File: src/rtl/casc_ack_pkg.sv
package casc_ack_pkg;
  localparam int LOC_LINES = 8;
  localparam int CASC_LINE = 2;
  localparam int SPUR_LINE = 7;
  localparam logic [7:0] LVL_OK_MASTER = 8'hF8;
  localparam logic [7:0] LVL_OK_SLAVE  = 8'hDE;

  typedef enum logic [1:0] {
    ACT_NONE = 2'd0,
    ACT_ACK  = 2'd1,
    ACT_POLL = 2'd2
  } act_e;
endpackage

File: src/rtl/casc_pri_pick.sv
module casc_pri_pick #(
  parameter int N = 8,
  parameter int W = $clog2(N)
) (
  input  logic [N-1:0] req_i,
  input  logic [N-1:0] isr_i,
  output logic         vld_o,
  output logic [W-1:0] idx_o
);
  logic         req_any;
  logic         isr_any;
  logic [W-1:0] req_idx;
  logic [W-1:0] isr_idx;

  // Lowest index is highest priority; scan downward so the lowest set bit sticks.
  always_comb begin
    req_any = 1'b0;
    isr_any = 1'b0;
    req_idx = '0;
    isr_idx = '0;
    for (int i = N - 1; i >= 0; i--) begin
      if (req_i[i]) begin
        req_any = 1'b1;
        req_idx = W'(i);
      end
      if (isr_i[i]) begin
        isr_any = 1'b1;
        isr_idx = W'(i);
      end
    end
  end

  assign vld_o = req_any && (!isr_any || (req_idx < isr_idx));
  assign idx_o = req_idx;
endmodule

File: src/rtl/casc_irq_bank.sv
module casc_irq_bank #(
  parameter int           N      = 8,
  parameter int           W      = $clog2(N),
  parameter logic [N-1:0] LVL_OK = '0
) (
  input  logic         clk_i,
  input  logic         rst_ni,
  input  logic [N-1:0] line_i,
  input  logic [N-1:0] lvl_sel_i,
  input  logic [N-1:0] imr_i,
  input  logic [N-1:0] inj_i,
  input  logic [N-1:0] clr_irr_i,
  input  logic [N-1:0] clr_isr_i,
  input  logic [N-1:0] set_isr_i,
  input  logic         eoi_i,
  output logic [N-1:0] isr_o,
  output logic         win_vld_o,
  output logic [W-1:0] win_idx_o
);
  logic [N-1:0] irr_q, isr_q, last_q;
  logic [N-1:0] irr_eff, rise, lvl, eoi_bit;
  logic [N-1:0] irr_d, isr_d;

  assign lvl     = lvl_sel_i & LVL_OK;
  assign rise    = line_i & ~last_q;
  // Injected bits take part in this cycle's resolution and are latched as edges.
  assign irr_eff = irr_q | inj_i;
  assign eoi_bit = eoi_i ? (isr_q & (~isr_q + N'(1))) : '0;

  always_comb begin
    irr_d = (irr_eff & ~clr_irr_i) | rise;
    irr_d = (irr_d & ~lvl) | (line_i & lvl);
    isr_d = (isr_q & ~clr_isr_i & ~eoi_bit) | set_isr_i;
  end

  always_ff @(posedge clk_i or negedge rst_ni) begin
    if (!rst_ni) begin
      irr_q  <= '0;
      isr_q  <= '0;
      last_q <= '0;
    end else begin
      irr_q  <= irr_d;
      isr_q  <= isr_d;
      last_q <= line_i;
    end
  end

  casc_pri_pick #(.N(N), .W(W)) u_pick (
    .req_i (irr_eff & ~imr_i),
    .isr_i (isr_q),
    .vld_o (win_vld_o),
    .idx_o (win_idx_o)
  );

  assign isr_o = isr_q;
endmodule

File: src/rtl/casc_ack_seq.sv
module casc_ack_seq
  import casc_ack_pkg::*;
#(
  parameter int N     = 8,
  parameter int W     = $clog2(N),
  parameter int VEC_W = 8,
  parameter int CASC  = 2,
  parameter int SPUR  = 7
) (
  input  logic             ack_i,
  input  logic             poll_i,
  input  logic             m_vld_i,
  input  logic [W-1:0]     m_idx_i,
  input  logic             s_vld_i,
  input  logic [W-1:0]     s_idx_i,
  input  logic [VEC_W-W-1:0] base_m_hi_i,
  input  logic [VEC_W-W-1:0] base_s_hi_i,
  output logic [N-1:0]     m_clr_irr_o,
  output logic [N-1:0]     m_clr_isr_o,
  output logic [N-1:0]     m_set_isr_o,
  output logic [N-1:0]     s_clr_irr_o,
  output logic [N-1:0]     s_clr_isr_o,
  output logic [N-1:0]     s_set_isr_o,
  output logic [VEC_W-1:0] vec_o,
  output logic [VEC_W-1:0] poll_o
);
  localparam logic [N-1:0] CASC_BIT = N'(1) << CASC;

  act_e         act;
  logic         casc;
  logic [W-1:0] m_line, s_line;
  logic [N-1:0] m_sel, s_sel;

  assign act    = ack_i ? ACT_ACK : (poll_i ? ACT_POLL : ACT_NONE);
  assign casc   = m_vld_i && (m_idx_i == W'(CASC));
  assign m_line = m_vld_i ? m_idx_i : W'(SPUR);
  assign s_line = s_vld_i ? s_idx_i : W'(SPUR);
  assign m_sel  = m_vld_i ? (N'(1) << m_idx_i) : '0;
  assign s_sel  = (casc && s_vld_i) ? (N'(1) << s_idx_i) : '0;

  assign vec_o  = casc ? {base_s_hi_i, s_line} : {base_m_hi_i, m_line};
  assign poll_o = casc ? (VEC_W'(N) + VEC_W'(s_line)) : VEC_W'(m_line);

  always_comb begin
    m_clr_irr_o = '0;
    m_clr_isr_o = '0;
    m_set_isr_o = '0;
    s_clr_irr_o = '0;
    s_clr_isr_o = '0;
    s_set_isr_o = '0;
    unique case (act)
      ACT_ACK: begin
        m_clr_irr_o = m_sel;
        m_set_isr_o = m_sel;
        s_clr_irr_o = s_sel;
        s_set_isr_o = s_sel;
      end
      ACT_POLL: begin
        // A secondary poll also retires the primary cascade bit.
        m_clr_irr_o = m_sel | (casc ? CASC_BIT : '0);
        m_clr_isr_o = m_sel | (casc ? CASC_BIT : '0);
        s_clr_irr_o = s_sel;
        s_clr_isr_o = s_sel;
      end
      default: ;
    endcase
  end
endmodule

File: src/rtl/casc_ack_unit.sv
module casc_ack_unit
  import casc_ack_pkg::*;
#(
  parameter int               N_LOC    = LOC_LINES,
  parameter int               VEC_W    = 8,
  parameter int               CASC     = CASC_LINE,
  parameter int               SPUR     = SPUR_LINE,
  parameter logic [N_LOC-1:0] LVL_OK_M = LVL_OK_MASTER,
  parameter logic [N_LOC-1:0] LVL_OK_S = LVL_OK_SLAVE
) (
  input  logic               clk_i,
  input  logic               rst_ni,
  input  logic [2*N_LOC-1:0] irq_i,
  input  logic [2*N_LOC-1:0] trig_lvl_i,
  input  logic [2*N_LOC-1:0] imr_i,
  input  logic [VEC_W-1:0]   base_m_i,
  input  logic [VEC_W-1:0]   base_s_i,
  input  logic               ack_i,
  input  logic               poll_i,
  input  logic               eoi_m_i,
  input  logic               eoi_s_i,
  output logic               cpu_int_o,
  output logic [VEC_W-1:0]   vec_o,
  output logic [VEC_W-1:0]   poll_o,
  output logic               rd_isr_sel_o
);
  localparam int W     = $clog2(N_LOC);
  localparam int N_ALL = 2 * N_LOC;

  logic [N_LOC-1:0] m_line, s_line, m_lvl, s_lvl, m_imr, s_imr;
  logic [N_LOC-1:0] m_inj, s_inj;
  logic [N_LOC-1:0] m_clr_irr, m_clr_isr, m_set_isr;
  logic [N_LOC-1:0] s_clr_irr, s_clr_isr, s_set_isr;
  logic [N_LOC-1:0] m_isr, s_isr;
  logic             m_vld, s_vld;
  logic [W-1:0]     m_idx, s_idx;
  logic             sel_q;
  logic [2*W:0]     unused_bits;

  // Global line g goes to controller g / N_LOC, local line g % N_LOC.
  for (genvar g = 0; g < N_ALL; g++) begin : g_route
    if (g < N_LOC) begin : g_pri
      if (g == CASC) begin : g_casc
        assign m_line[g] = 1'b0;
      end else begin : g_norm
        assign m_line[g] = irq_i[g];
      end
      assign m_lvl[g] = trig_lvl_i[g];
      assign m_imr[g] = imr_i[g];
    end else begin : g_sec
      assign s_line[g-N_LOC] = irq_i[g];
      assign s_lvl[g-N_LOC]  = trig_lvl_i[g];
      assign s_imr[g-N_LOC]  = imr_i[g];
    end
  end

  assign unused_bits = {irq_i[CASC], base_m_i[W-1:0], base_s_i[W-1:0]};

  // The secondary is resolved first; its winner pulses primary line 2.
  assign s_inj = '0;
  assign m_inj = s_vld ? (N_LOC'(1) << CASC) : '0;

  casc_irq_bank #(.N(N_LOC), .W(W), .LVL_OK(LVL_OK_S)) u_sec (
    .clk_i     (clk_i),
    .rst_ni    (rst_ni),
    .line_i    (s_line),
    .lvl_sel_i (s_lvl),
    .imr_i     (s_imr),
    .inj_i     (s_inj),
    .clr_irr_i (s_clr_irr),
    .clr_isr_i (s_clr_isr),
    .set_isr_i (s_set_isr),
    .eoi_i     (eoi_s_i),
    .isr_o     (s_isr),
    .win_vld_o (s_vld),
    .win_idx_o (s_idx)
  );

  casc_irq_bank #(.N(N_LOC), .W(W), .LVL_OK(LVL_OK_M)) u_pri (
    .clk_i     (clk_i),
    .rst_ni    (rst_ni),
    .line_i    (m_line),
    .lvl_sel_i (m_lvl),
    .imr_i     (m_imr),
    .inj_i     (m_inj),
    .clr_irr_i (m_clr_irr),
    .clr_isr_i (m_clr_isr),
    .set_isr_i (m_set_isr),
    .eoi_i     (eoi_m_i),
    .isr_o     (m_isr),
    .win_vld_o (m_vld),
    .win_idx_o (m_idx)
  );

  casc_ack_seq #(.N(N_LOC), .W(W), .VEC_W(VEC_W), .CASC(CASC), .SPUR(SPUR)) u_seq (
    .ack_i       (ack_i),
    .poll_i      (poll_i),
    .m_vld_i     (m_vld),
    .m_idx_i     (m_idx),
    .s_vld_i     (s_vld),
    .s_idx_i     (s_idx),
    .base_m_hi_i (base_m_i[VEC_W-1:W]),
    .base_s_hi_i (base_s_i[VEC_W-1:W]),
    .m_clr_irr_o (m_clr_irr),
    .m_clr_isr_o (m_clr_isr),
    .m_set_isr_o (m_set_isr),
    .s_clr_irr_o (s_clr_irr),
    .s_clr_isr_o (s_clr_isr),
    .s_set_isr_o (s_set_isr),
    .vec_o       (vec_o),
    .poll_o      (poll_o)
  );

  always_ff @(posedge clk_i or negedge rst_ni) begin
    if (!rst_ni) sel_q <= 1'b0;
    else if (poll_i && !ack_i) sel_q <= 1'b1;
  end

  assign cpu_int_o    = m_vld;
  assign rd_isr_sel_o = sel_q;
endmodule

File: config.mk
export PLATFORM = sky130hd
export DESIGN_NAME = casc_ack_unit
export DESIGN_NICKNAME = d
export VERILOG_FILES = /design/src/rtl/casc_ack_pkg.sv /design/src/rtl/casc_pri_pick.sv /design/src/rtl/casc_irq_bank.sv /design/src/rtl/casc_ack_seq.sv /design/src/rtl/casc_ack_unit.sv
export SDC_FILE = /design/constraint.sdc
export NUM_CORES = 1
export LEC_CHECK = 0
export BUFFER_PORTS_ARGS = -buffer_cell sky130_fd_sc_hd__buf_2
export CORE_ASPECT_RATIO = 0.5
export CORE_UTILIZATION = 52
export DETAILED_ROUTE_END_ITERATION = 12
export PLACE_DENSITY = 0.8
export RECOVER_POWER = 25
export SLEW_MARGIN = 20
export SYNTH_ARGS = -nofsm -noshare
export SYNTH_HDL_FRONTEND = slang
export SYNTH_SLANG_ARGS = --single-unit
File: constraint.sdc
create_clock -name clk_i -period 4.94 [get_ports clk_i]
set_input_delay 0.494 -clock clk_i [delete_from_list [all_inputs] [get_ports clk_i]]
set_output_delay 0.494 -clock clk_i [all_outputs]
set_load 0.005 [all_outputs]
After elaboration in Yosys (flattened, before gate mapping)
Cells that the tools add are included.

word-level totals
  logic and storage cells = 148
  flip-flop bits (word level) = 48
  input bits = 70
  output and inout bits = 18

operators by class
  $add $sub $neg = 3
  mux-type cells = 82
  reductions and logical operators = 11
  magnitude comparators = 2
  equality and inequality tests = 3
  bitwise gates (word level) = 38
  shift-type cells = 2

operators by type and width
  kind                   count
  $and A8 B8 Y8          16
  $not A8 Y8             14
  $mux W3                36
  $mux W8                11
  $or A8 B8 Y8           7
  $mux W1                32
  $add A8 B1 Y8 const B  2
  $pmux W8 S2            1
  $shl A1 B3 Y8 const A  2
  $or A8 B3 Y8           1
  $lt A3 B3 Y1           2
  $add A4 B3 Y5 const A  1
  $logic_and A1 B1 Y1    5
  $mux W2                2
  $eq A3 B2 Y1 const B   1
  $logic_not A1 Y1       3
  $eq A2 B1 Y1 const B   1
  $eq A2 B2 Y1 const B   1
  $logic_or A1 B1 Y1     2
  $reduce_or A2 Y1       1

Longest topological paths before layout
  depth in word-level cells = 36
  depth in mapped cells = 21
  gate-level depth less buffers = 19

Cells and area by module
From an unflattened synthesis, not the netlist that was laid out.

second synthesis, totals
  cells, all modules = 343
  area total of the unflattened synthesis = 2960.3 um^2

modules (own cells, without submodules)
  module                 cells an instance  sequential area each (um^2)  area each (um^2)  times used
  casc_irq_bank (u_sec)  85                 600.6                        933.4             1
  casc_irq_bank (u_pri)  84                 600.6                        927.1             1
  casc_ack_seq           104                0.0                          624.3             1
  casc_pri_pick          33                 0.0                          217.7             2
  casc_ack_unit          4                  25.0                         40.0              1

Worst setup path after synthesis
Ideal clock, no wire load.

  path kind = input to output
  start = in imr_i[13]
  end = out vec_o[2]
  slack = 0.360 ns
  data required time = 4.446 ns
  buffers on the path = 3
  data arrival time = 4.086 ns
  stages = 19
  path through = nor2b_1 > or4_4 > nand2_1 > inv_1 > ha_1 > nand2_1 > o2111a_1 > a222oi_1 > buf_2 > o311ai_1 > nand2_1 > inv_1 > ha_1 > nand3b_1 > o22ai_1 > and3b_1 > buf_2 > o21ai_0 > buf_4

on the way
  cells in the longest elaborated chain, start to end = 22
  elaborated cells between the ends (all ways) = 34
  those cells by class = order compare: 2; eq/ne: 1; mux: 22; bitwise: 4; reduce/logical: 5

ends and longest elaborated chain
  what                                            line                                    text
  start: declaration                              casc_ack_unit.sv:15                     input logic [2*N_LOC-1:0] imr_i,
  $not A8 Y8 *                                    casc_irq_bank.sv:49                     .req_i (irr_eff & ~imr_i),
  $and A8 B8 Y8 *                                 casc_irq_bank.sv:49
  $mux W3 (6 in a row)                            casc_pri_pick.sv:22                     if (req_i[i]) begin
  $lt A3 B3 Y1                                    casc_pri_pick.sv:33                     assign vld_o = req_any && (!isr_any || (req_idx < isr_idx));
  $logic_or A1 B1 Y1                              casc_pri_pick.sv:33
  $logic_and A1 B1 Y1                             casc_pri_pick.sv:33
  $mux W3                                         casc_ack_unit.sv:61                     assign m_inj = s_vld ? (N_LOC'(1) << CASC) : '0;
  $or A8 B3 Y8                                    casc_irq_bank.sv:27                     assign irr_eff = irr_q | inj_i;
  $and A8 B8 Y8                                   casc_irq_bank.sv:49
  $mux W3 (3 in a row)                            casc_pri_pick.sv:22
  $lt A3 B3 Y1                                    casc_pri_pick.sv:33
  $logic_or A1 B1 Y1                              casc_pri_pick.sv:33
  $logic_and A1 B1 Y1                             casc_pri_pick.sv:33
  $mux W3 or $logic_and A1 B1 Y1 (tied branches)  casc_ack_seq.sv:36, casc_ack_seq.sv:35
  $mux W8 *                                       casc_ack_seq.sv:41                      assign vec_o = casc ? {base_s_hi_i, s_line} : {base_m_hi_i, m_line};
  end: declaration                                casc_ack_unit.sv:23                     output logic [VEC_W-1:0] vec_o,

Mark *: on every way between the ends. The rest lies on a longest branch, timed or not.

Final worst setup path
  start = reg u_sec.irr_q[4]
  end = out vec_o[4]

on the way
  cells in the longest elaborated chain, start to end = 20
  elaborated cells between the ends (all ways) = 29
  those cells by class = order compare: 2; eq/ne: 1; mux: 18; bitwise: 3; reduce/logical: 5

ends and longest elaborated chain
  what                      line                 text
  start: declaration        casc_irq_bank.sv:20  logic [N-1:0] irr_q, isr_q, last_q;
  start signal: assignment  casc_irq_bank.sv:42  irr_q <= irr_d;
  $and A8 B8 Y8 *           casc_irq_bank.sv:49
  $mux W3 (5 in a row)      casc_pri_pick.sv:22
  $lt A3 B3 Y1              casc_pri_pick.sv:33
  $logic_or A1 B1 Y1        casc_pri_pick.sv:33
  $logic_and A1 B1 Y1 *     casc_pri_pick.sv:33
  $mux W3 *                 casc_ack_unit.sv:61
  $or A8 B3 Y8 *            casc_irq_bank.sv:27
  $and A8 B8 Y8 *           casc_irq_bank.sv:49
  $mux W3 (3 in a row)      casc_pri_pick.sv:22
  $lt A3 B3 Y1              casc_pri_pick.sv:33
  $logic_or A1 B1 Y1        casc_pri_pick.sv:33
  $logic_and A1 B1 Y1       casc_pri_pick.sv:33
  $logic_and A1 B1 Y1 *     casc_ack_seq.sv:35   assign casc = m_vld_i && (m_idx_i == W'(CASC));
  $mux W8 *                 casc_ack_seq.sv:41

Marked as above.

==> impl_metrics.env <==
export IMPL_fin_area_um2=3590
export IMPL_async_flop_share_pct=100
export IMPL_pwr_share_comb_pct=56.2
export IMPL_route_top_layer_used="met4"
export IMPL_die_height_um=55.2
export IMPL_synth_cell_area_um2=2950
export IMPL_synth_top_cells_by_area="sky130_fd_sc_hd__dfrtp_1, sky130_fd_sc_hd__a32o_1, sky130_fd_sc_hd__nand2_1"
export IMPL_netlist_instances=324
export IMPL_post_route_cells_drive_above_1_share_pct=26.2
export IMPL_rows=18
export IMPL_final_min_clock_period_ns=4.77
export IMPL_die_width_um=108
export IMPL_detail_route_antenna_nets=0
export IMPL_min_path_type="input port to flip-flop"
export IMPL_net_switching_power_mw=0.806
export IMPL_flow_area_growth_from_synthesis_pct=21.7
export IMPL_synth_top_flop_cell="sky130_fd_sc_hd__dfrtp_1"
export IMPL_fin_ws_ns=0.170
export IMPL_detailed_route_wirelength_on_metal2_um=3570
export IMPL_fp_dieArea_um2=5990
export IMPL_seq_area_frac_synth_pct=40.8
export IMPL_num_io_pins=88
export IMPL_cts_hold_buffers_added=0
export IMPL_layout_cells_most_common="sky130_fd_sc_hd__buf_2"
export IMPL_worstReg2RegStart="u_sec.irr_q[4]"
export IMPL_worst_slew_pin_transition_ns=2.50
export IMPL_remaining_drc_errors=0
export IMPL_critical_path_class="flip-flop to output pin"
export IMPL_powerDensity_nw_per_um2=541
export IMPL_initial_antenna_violation_count=0
export IMPL_synth_xor_area_share_pct=0
export IMPL_hold_path_cell_count=1
export IMPL_root_buffer="sky130_fd_sc_hd__clkbuf_16"
export IMPL_grt_use_total_pct=25.4
export IMPL_detail_route_iter0_violations=185
export IMPL_htree_levels=2
export IMPL_cellLeakagePower_nw=1.67
export IMPL_nFillCells=396
export IMPL_port_buffers=71
export IMPL_clkLatencyLatePin_ns=0.29
export IMPL_hold_viol_final=0
export IMPL_ctsLongestPathBuffers=2
export IMPL_slew_headroom_pct=-66.5
export IMPL_grt_remaining_overflow=0
export IMPL_fin_worst_skew_ns=0.00413
export IMPL_synth_adder_area_share_pct=1.70
export IMPL_ys_warn_count=0
export IMPL_worstPathMaxFanout=7
export IMPL_vdd_ir_drop_worst_mv=0.270
export IMPL_place_gp_congestion=0.883
export IMPL_cp_end_kind="output pin"
export IMPL_yosysTopAreaCell="sky130_fd_sc_hd__dfrtp_1"
export IMPL_nNetsFinal=477
export IMPL_seqPwrFrac_pct=26.0
export IMPL_worst_r2r_endpoint="u_pri.irr_q[7]"
export IMPL_drtPass1Iterations=5
export IMPL_drv_slew=49
export IMPL_post_place_cells=459
export IMPL_synthSimpleGateAreaFrac_pct=25.9
export IMPL_clkSlewWorstSetupHoldPaths_ns=0.06
export IMPL_fmaxAchievable_mhz=210
export IMPL_synth_top_family_by_area="simple AND/OR/NAND/NOR gates"
export IMPL_internal_power_mw=1.13
export IMPL_hpwlAfterDp_um=5420
export IMPL_ys_ff_latch=48
export IMPL_rr_worst_depth=20
export IMPL_complex_gate_fraction_of_the_synthesized_area_pct=22.9
export IMPL_layout_common_cells="sky130_fd_sc_hd__buf_2, sky130_fd_sc_hd__dfrtp_1, sky130_fd_sc_hd__nand2_1, sky130_fd_sc_hd__inv_1, sky130_fd_sc_hd__nand2b_1"
export IMPL_worst_r2r_setup_slack_ns=0.45
export IMPL_layout_core_utilization_pct=69.2
export IMPL_min_period_over_period_pct=96.6
export IMPL_outcome="finished with violations"
export IMPL_m1WireLength_um=3220
export IMPL_first_global_vias=2730
export IMPL_clock_power_share_pct=17.8
export IMPL_worst_ep_arrival_time_ns=4.28
export IMPL_holdCritStartpoint="irq_i[1]"
export IMPL_antennaDiodeCount=0
export IMPL_placement_cell_area_um2=3350
export IMPL_design_core_area_um2=5180
export IMPL_met3RoutedLength_um=614
export IMPL_non_filler_instance_count_after_layout=474
export IMPL_critPathRequiredTime_ns=4.45
export IMPL_cts_inserted_buffers=5
export IMPL_finalSetupViolCount=0
export IMPL_dr_total_vias=2892
export IMPL_cts_tree="built"
export IMPL_start_util_pct=56.9
export IMPL_detailedPlace_worstSlack_ns=0.0989
export IMPL_yosysUniqueCellTypes=62
export IMPL_setup_worst_path_start_class="flip-flop"
export IMPL_number_of_flops_mapped_to_enable_cells_by_yosys=0
export IMPL_cts_sinks=48
export IMPL_power_share_switching_pct=41.6
export IMPL_synth_area_per_cell_um2=9.09
export IMPL_worst_hold_path_endpoint="u_pri.last_q[1]"
export IMPL_route_final_wire_length_um=7500
export IMPL_setup_worst_path_start="u_sec.irr_q[4]"
export IMPL_synth_mux_area_fraction_pct=1.91
export IMPL_pin_count_of_the_biggest_net_entering_global_routing=49
export IMPL_grt_pass1_wl_um=12100
export IMPL_synth_top_area_share_pct=40.8
export IMPL_drt_wirelength_per_cell_um=15.8
export IMPL_failed_checks="max-capacitance violations, max-slew violations"
export IMPL_vias_per_cell=6.10
export IMPL_cap_viol_max_count=1
-- worst max path at each step --
stage,end,cells after the start
after floorplan,vec_o[2],19
after global placement,vec_o[7],18
after detailed placement,vec_o[4],18
after CTS,poll_o[1],20
after global routing,vec_o[1],20
final,vec_o[4],19
-- routing by layer --
| layer | vias up | track usage, % |
|---|---|---|
| met2 | 145 | 41.1 |
| li1 | 1348 | - |
| met5 | - | 0 |
| met1 | 1385 | 34.2 |
| met4 | 0 | 6.56 |
| met3 | 14 | 5.90 |
-- registers in the layout, summed over array words and instances (netlist names) --
| name | flops |
|---|---|
| u_pri.irr_q | 8 |
| u_pri.isr_o | 8 |
| rd_isr_sel_o | 1 |
| u_pri.last_q | 7 |
| u_sec.last_q | 8 |
| u_sec.irr_q | 8 |
| u_sec.isr_o | 8 |
-- cell type report --
type	instances	area, um^2	area share, %
Inverter	26	97.6	2.72
Tap cell	70	87.6	2.44
Sequential cell	48	1200	33.5
Clock buffer	8	146	4.08
Multi-Input combinational cell	237	1600	44.5
Timing Repair Buffer	85	457	12.7
-- power by group through the flow --
stage	Clock, mW	Sequential [mW]	Combinational (mW)
after floorplan	0	0.493	0.669
after global placement	0	0.504	0.907
after detailed placement	0	0.508	0.939
after CTS	0.347	0.502	0.960
after global routing	0.371	0.510	1.17
final	0.345	0.504	1.09
-- worst max-delay path: stages, from the launching register on --
cell and delay (ns):
sky130_fd_sc_hd__dfrtp_1 0.40, sky130_fd_sc_hd__nor2b_1 0.16, sky130_fd_sc_hd__or4_4 0.54, sky130_fd_sc_hd__nand2_1 0.11
sky130_fd_sc_hd__inv_1 0.09, sky130_fd_sc_hd__ha_1 0.31, sky130_fd_sc_hd__nand2_1 0.07, sky130_fd_sc_hd__o2111a_1 0.17
sky130_fd_sc_hd__a222oi_1 0.08, sky130_fd_sc_hd__buf_4 0.19, sky130_fd_sc_hd__o311ai_1 0.31, sky130_fd_sc_hd__nand2_1 0.14
sky130_fd_sc_hd__inv_1 0.08, sky130_fd_sc_hd__ha_1 0.23, sky130_fd_sc_hd__nand3b_1 0.15, sky130_fd_sc_hd__o22ai_2 0.14
sky130_fd_sc_hd__a211oi_4 0.20, sky130_fd_sc_hd__buf_4 0.17, sky130_fd_sc_hd__mux2_2 0.33, sky130_fd_sc_hd__buf_2 0.13
-- repair_timing --
| item | CTS | global route |
|---|---|---|
| gates resized for setup | 1 | 7 |
| hold endpoints to repair | 0 | 0 |
| endpoints found under the setup margin | 7 | 12 |
| buffers inserted | 0 | 7 |
| pin swaps | 0 | 6 |
-- cells in the mapped netlist, types with 4 or more instances --
cell type                  instances
sky130_fd_sc_hd__mux2_2            5
sky130_fd_sc_hd__nand3_1          15
sky130_fd_sc_hd__nor3_1            8
sky130_fd_sc_hd__a31oi_1           5
sky130_fd_sc_hd__nand4_1           5
sky130_fd_sc_hd__and3_1            5
sky130_fd_sc_hd__o21ai_0          15
sky130_fd_sc_hd__nor2_1           14
sky130_fd_sc_hd__a32o_1           12
sky130_fd_sc_hd__nand2b_1         17
sky130_fd_sc_hd__inv_1            26
sky130_fd_sc_hd__o21ai_1           5
sky130_fd_sc_hd__dfrtp_1          48
sky130_fd_sc_hd__nand2_1          31
sky130_fd_sc_hd__ha_1              4
sky130_fd_sc_hd__buf_4            10
sky130_fd_sc_hd__nor4_1            5
sky130_fd_sc_hd__a31o_1            5
sky130_fd_sc_hd__nor2b_1          12
sky130_fd_sc_hd__a21oi_1          13
sky130_fd_sc_hd__or3_1             4
-- metrics by stage --
step | hold WS, ns | power (mW) | TNS (ns)
global placement | 0.403 | 1.41 | 0
global route | 0.318 | 2.05 | -0.118
floorplan | 0.198 | 1.16 | 0
finish | 0.323 | 1.94 | 0
CTS | 0.323 | 1.81 | 0
detailed placement | 0.412 | 1.45 | 0
-- logic make-up (layout without fill, tap and decap cells) --
family	Yosys count	count (layout)
other	1	4
buffers and inverters	42	119
DFF	48	48
adders and majority gates	4	4
and+or+nand+nor	132	132
AOI/OAI and AO/OA	92	92
muxes	5	5
No activity file was read; power rests on OpenSTA's default activity.
